===== config.mk =====
export PLATFORM = sky130hd
export DESIGN_NAME = wdg_adaptive
export DESIGN_NICKNAME = d
export VERILOG_FILES = /design/src/rtl/wdg_pkg.sv /design/src/rtl/wdg_strobe_edge.sv /design/src/rtl/wdg_mode_fsm.sv /design/src/rtl/wdg_tick_counter.sv /design/src/rtl/wdg_fault_flag.sv /design/src/rtl/wdg_adaptive.sv
export SDC_FILE = /design/constraint.sdc
export NUM_CORES = 1
export LEC_CHECK = 0
export BUFFER_PORTS_ARGS = -buffer_cell sky130_fd_sc_hd__buf_2
export CELL_PAD_IN_SITES_DETAIL_PLACEMENT = 0
export CELL_PAD_IN_SITES_GLOBAL_PLACEMENT = 1
export CORE_MARGIN = 3
export CORE_UTILIZATION = 46
export DETAILED_ROUTE_END_ITERATION = 6
export PLACE_DENSITY = 0.9
export SLEW_MARGIN = 20
export SYNTH_ARGS = -nofsm -noshare
export SYNTH_HDL_FRONTEND = slang
export SYNTH_SLANG_ARGS = --single-unit

===== constraint.sdc =====
create_clock -name clk -period 2.93 [get_ports clk]
set_input_delay 0.293 -clock clk [delete_from_list [all_inputs] [get_ports clk]]
set_output_delay 0.293 -clock clk [all_outputs]
set_load 0.02 [all_outputs]

===== src/rtl/wdg_pkg.sv =====
package wdg_pkg;
    typedef enum logic [1:0] {
        ST_GRACE = 2'd0,
        ST_RUN   = 2'd1,
        ST_HELD  = 2'd2,
        ST_OFF   = 2'd3
    } wdg_state_e;
endpackage


===== src/rtl/wdg_strobe_edge.sv =====
// Registers the previous strobe state and flags a real level change.
// A cycle touching the floating state never counts as a change.
module wdg_strobe_edge (
    input  logic clk,
    input  logic rst_n,
    input  logic lvl_i,
    input  logic flt_i,
    output logic xition_o
);
    logic prev_lvl_q;
    logic prev_flt_q;

    always_ff @(posedge clk or negedge rst_n) begin
        if (!rst_n) begin
            prev_lvl_q <= 1'b0;
            prev_flt_q <= 1'b1;
        end else begin
            prev_lvl_q <= lvl_i;
            prev_flt_q <= flt_i;
        end
    end

    assign xition_o = !flt_i && !prev_flt_q && (lvl_i != prev_lvl_q);
endmodule


===== src/rtl/wdg_mode_fsm.sv =====
// Mode state machine: grace, run, held in reset, off while floating.
module wdg_mode_fsm
    import wdg_pkg::*;
(
    input  logic clk,
    input  logic rst_n,
    input  logic flt_i,
    input  logic sys_rst_i,
    input  logic svc_i,
    output logic use_long_o,
    output logic count_en_o
);
    wdg_state_e state_q;
    wdg_state_e state_d;

    always_comb begin
        state_d = state_q;
        unique case (state_q)
            ST_OFF: begin
                if (flt_i)          state_d = ST_OFF;
                else if (sys_rst_i) state_d = ST_HELD;
                else                state_d = ST_GRACE;
            end
            ST_HELD: begin
                if (flt_i)          state_d = ST_OFF;
                else if (sys_rst_i) state_d = ST_HELD;
                else                state_d = ST_GRACE;
            end
            ST_GRACE: begin
                if (flt_i)          state_d = ST_OFF;
                else if (sys_rst_i) state_d = ST_HELD;
                else if (svc_i)     state_d = ST_RUN;
                else                state_d = ST_GRACE;
            end
            ST_RUN: begin
                if (flt_i)          state_d = ST_OFF;
                else if (sys_rst_i) state_d = ST_HELD;
                else                state_d = ST_RUN;
            end
            default: state_d = ST_GRACE;
        endcase
    end

    always_ff @(posedge clk or negedge rst_n) begin
        if (!rst_n) state_q <= ST_GRACE;
        else        state_q <= state_d;
    end

    always_comb begin
        use_long_o = 1'b1;
        count_en_o = 1'b0;
        unique case (state_q)
            ST_GRACE: begin use_long_o = 1'b1; count_en_o = 1'b1; end
            ST_RUN:   begin use_long_o = 1'b0; count_en_o = 1'b1; end
            ST_HELD:  begin use_long_o = 1'b1; count_en_o = 1'b0; end
            ST_OFF:   begin use_long_o = 1'b1; count_en_o = 1'b0; end
            default:  begin use_long_o = 1'b1; count_en_o = 1'b0; end
        endcase
    end
endmodule


===== src/rtl/wdg_tick_counter.sv =====
// Tick counter with a run-time limit.
// The compare uses >= so that a switch to the shorter period while
// the count is already past it still expires on the next tick.
module wdg_tick_counter #(
    parameter int SHORT_TICKS = 1024,
    parameter int LONG_TICKS  = 4096,
    localparam int CNT_W = $clog2(LONG_TICKS)
) (
    input  logic clk,
    input  logic rst_n,
    input  logic clear_i,
    input  logic run_i,
    input  logic tick_i,
    input  logic sel_long_i,
    input  logic short_sel_i,
    output logic expire_o
);
    localparam logic [CNT_W-1:0] LIM_SHORT = CNT_W'(SHORT_TICKS - 1);
    localparam logic [CNT_W-1:0] LIM_LONG  = CNT_W'(LONG_TICKS - 1);

    logic [CNT_W-1:0] cnt_q;
    logic [CNT_W-1:0] limit;

    always_comb begin
        if (sel_long_i || !short_sel_i) limit = LIM_LONG;
        else                            limit = LIM_SHORT;
    end

    assign expire_o = run_i && tick_i && !clear_i && (cnt_q >= limit);

    always_ff @(posedge clk or negedge rst_n) begin
        if (!rst_n)                cnt_q <= '0;
        else if (clear_i)          cnt_q <= '0;
        else if (run_i && tick_i)  cnt_q <= expire_o ? '0 : cnt_q + 1'b1;
    end
endmodule


===== src/rtl/wdg_fault_flag.sv =====
// Sticky fault: set by expiry, cleared by service, low-line or floating.
module wdg_fault_flag (
    input  logic clk,
    input  logic rst_n,
    input  logic release_i,
    input  logic trip_i,
    output logic ok_o
);
    always_ff @(posedge clk or negedge rst_n) begin
        if (!rst_n)         ok_o <= 1'b1;
        else if (release_i) ok_o <= 1'b1;
        else if (trip_i)    ok_o <= 1'b0;
    end
endmodule


===== src/rtl/wdg_adaptive.sv =====
module wdg_adaptive #(
    parameter int SHORT_TICKS = 1024,
    parameter int LONG_TICKS  = 4096
) (
    input  logic clk,
    input  logic rst_n,
    input  logic tick_i,
    input  logic strobe_lvl_i,
    input  logic strobe_flt_i,
    input  logic short_sel_i,
    input  logic sys_rst_i,
    input  logic lowline_i,
    input  logic rst_done_i,
    input  logic batt_i,
    output logic fault_n_o,
    output logic tmo_req_o
);
    logic xition;
    logic svc;
    logic use_long;
    logic count_en;
    logic expire;
    logic ok;
    logic cnt_clear;
    logic cnt_run;

    wdg_strobe_edge u_edge (
        .clk      (clk),
        .rst_n    (rst_n),
        .lvl_i    (strobe_lvl_i),
        .flt_i    (strobe_flt_i),
        .xition_o (xition)
    );

    // Service edges count only while reset is released
    assign svc = xition && !sys_rst_i;

    wdg_mode_fsm u_fsm (
        .clk        (clk),
        .rst_n      (rst_n),
        .flt_i      (strobe_flt_i),
        .sys_rst_i  (sys_rst_i),
        .svc_i      (svc),
        .use_long_o (use_long),
        .count_en_o (count_en)
    );

    assign cnt_clear = strobe_flt_i || rst_done_i || svc;
    assign cnt_run   = count_en && !batt_i && !sys_rst_i;

    wdg_tick_counter #(
        .SHORT_TICKS (SHORT_TICKS),
        .LONG_TICKS  (LONG_TICKS)
    ) u_cnt (
        .clk         (clk),
        .rst_n       (rst_n),
        .clear_i     (cnt_clear),
        .run_i       (cnt_run),
        .tick_i      (tick_i),
        .sel_long_i  (use_long),
        .short_sel_i (short_sel_i),
        .expire_o    (expire)
    );

    wdg_fault_flag u_fault (
        .clk       (clk),
        .rst_n     (rst_n),
        .release_i (lowline_i || strobe_flt_i || svc),
        .trip_i    (expire),
        .ok_o      (ok)
    );

    assign tmo_req_o = expire;
    assign fault_n_o = ok || lowline_i || strobe_flt_i || batt_i;
endmodule


==> flow_summary.ini <==
[finish]
area_delta_synth_final_pct = 11.3
utilization = 0.556
drive_above_1_share = 0.220
antennaDiodeCount = 0
layout.nets = 132

[sta]
rsz0062_at_grt = false
fmax_mhz = 387
worstMarginPinSlew_ns = 0.730
maxSlewHeadroom = 0.512
hold_violations = 0
fin_worst_skew_ns = 0.00230
period_minus_slack_ns = 2.58
setup_tns_ns = 0
setup_viol = 0
fin_crit_sh = 0.881
finalMaxSlewViolations = 0

[worst_setup_path]
max_stage_delay_ns = 0.46
cp_num_buf_inv = 1
crit_family = simple AND/OR/NAND/NOR gates
crit_chain = nand2_1, nor2_1, ha_1, and2_1, nand4_1, a211oi_1, buf_2
critPathArrivalTime_ns = 2.29
crit_type = reg2out
critPathMaxFanout = 8
slowest_stage = a211oi_1
cp-start-kind = flip-flop
critPathCaptureType = output port
critPathRequiredTime_ns = 2.64

[pwr]
ir_worst_vdd_uv = 183
p_per_area_mw_per_mm2 = 358
leakage_nw = 0.485

[run]
maxCapViolCount = 0

[floorplan]
die_w_um = 52.9
start_util = 0.500
rows = 16
core-area_mm2 = 0.00202
die_h_um = 52.9
fp.dieArea_mm2 = 0.00280
io_pins = 12

[clock_tree]
numCtsBuffers = 3
clkTransAtPathRegs_ns = 0.10
numClockSinks = 17
clockRootBuffer = clkbuf_4
insertion_delay_ns = 0.29
h-tree-depth = 1
cts_tree = built
clock_path_buffers = 2

[detailed_routing]
wire_per_inst_um = 14.8
num_vias = 845
drcViolationCount = 0
ant_nets = 0
routed_wl_um = 2140
dr.pass1.iters = 6
drt-initial-drc-count = 20
routed_via_density = 5.83

[logic_synthesis]
synthTopCellsByArea = dfrtp_1 (37%), dfstp_2 (5.2%), ha_1 (3.7%)
netlist_top_cells_count = dfrtp_1 (15), nand2_1 (9), nor2_1 (8), nand3_1 (6), nand4_1 (6)
synth_ff_type = dfrtp_1
ys_warn_count = 0
synth_most_common_cell = dfrtp_1
syn_avg_cell_area_um2 = 9.72
ys_seq_area_frac = 0.423
synth_fp_nets = 117
synth_top_area_share = 0.371
netlist_instances = 104
ys_seq_elements = 17
yosysUniqueCellTypes = 40
async_flop_share = 1.00
synth_area_mm2 = 0.00101
yosysTopAreaCell = dfrtp_1
synth_edf_count = 0

[global_route]
grtUsageTotal = 0.174
grt_pass1_vias = 741
grt_pass1_wl_um = 3500
antenna_found_initial = 0
grt_max_degree = 18
grt_overflow = 0

[placement]
portBuffers = 11
dpl.hpwl_um = 1540
place_congestion = 0.808

[min_path]
hp-class = in2reg

[outcome]
status = complete, no violations
-- per-stage QoR --
stage               area (um2)  std cells  setup WS [ns]  hold slack [ns]  total power [mW]
detailed placement        1090        140          0.702            0.245             0.282
global placement          1090        140          0.741            0.236             0.281
finish                    1120        145          0.349            0.145             0.403
CTS                       1120        145          0.369            0.134             0.409
global route              1120        145          0.201            0.123             0.425
floorplan                 1010        104          0.838         -0.00259             0.264
-- flip-flops by register name, indices dropped and copies added, names as in the netlist --
register / cells
u_cnt.cnt_q: 12
u_fsm.state_q: 2
u_edge.prev_lvl_q: 1
u_fault.ok_o: 1
u_edge.prev_flt_q: 1
-- worst paths after layout --
path	startpoint	to	slack (ns)	cells after the start
worst max-delay path	u_fsm.state_q[0]	tmo_req_o	0.35	7
worst min-delay path	strobe_flt_i	u_edge.prev_flt_q	0.14	1
worst max register to register	u_fsm.state_q[1]	u_cnt.cnt_q[0]	0.69	6
worst min register to register	u_fsm.state_q[1]	u_fsm.state_q[0]	0.52	1
max in group asynchronous	rst_n	u_fault.ok_o	2.17	2
min in group asynchronous	rst_n	u_cnt.cnt_q[5]	0.44	2
-- repair_timing --
item	in CTS	in global routing
hold buffers	1	0
gates resized for setup	0	0
buffers inserted	0	0
hold endpoints to repair	15	0
-- logic make-up (layout without fill, tap and decap cells) --
family | after synthesis | in the layout | synth area share
xor gates and xnor gates | 2 | 2 | 0.0173
DFF | 17 | 17 | 0.423
AOI/OAI and AO/OA | 27 | 27 | 0.208
and+or+nand+nor | 47 | 47 | 0.260
muxes | 3 | 3 | 0.0322
adders and majority gates | 3 | 3 | 0.0371
buffers and inverters | 5 | 19 | 0.0223
-- per-layer routing --
metal	global-route usage	vias up	wire length, um
met5	0	-	0
met4	0.0723	0	25
met3	0.0394	5	124
met2	0.260	25	945
met1	0.240	392	1050
li1	-	423	-
-- power by group --
group          switching (mW)  internal (mW)  total, mW
clock                  0.0721         0.0529      0.125
combinational          0.0226         0.0151     0.0377
sequential            0.00225          0.238      0.240
total                  0.0969          0.306      0.403
-- cell type report --
cell class	count	area, um2
inverters	3	11.3
flip-flops and latches	17	428
multi-input cells	82	561
clock buffers	4	26.3
repair buffers	12	65.1
well taps	27	33.8
fillers	208	897
-- cell usage in the layout, fill, tap and decap left out, types with 4 or more instances in the layout --
master   netlist  final
buf_2          0     11
nor2_1         8      8
o21ai_0        5      5
dfrtp_1       15     15
nand2_1        9      9
or3_1          4      4
nand3_1        6      6
a21oi_1        4      4
nand4_1        6      6
-- worst register-to-register path, stage by stage, from the launching register on --
cell and delay [ns]:
dfrtp_1 0.42, nor2_1 0.20, ha_1 0.30, a21o_1 0.21, a2111oi_4 0.43, and2_0 0.40, mux2_2 0.23
Note: power is estimated with default switching activity, not from simulation.
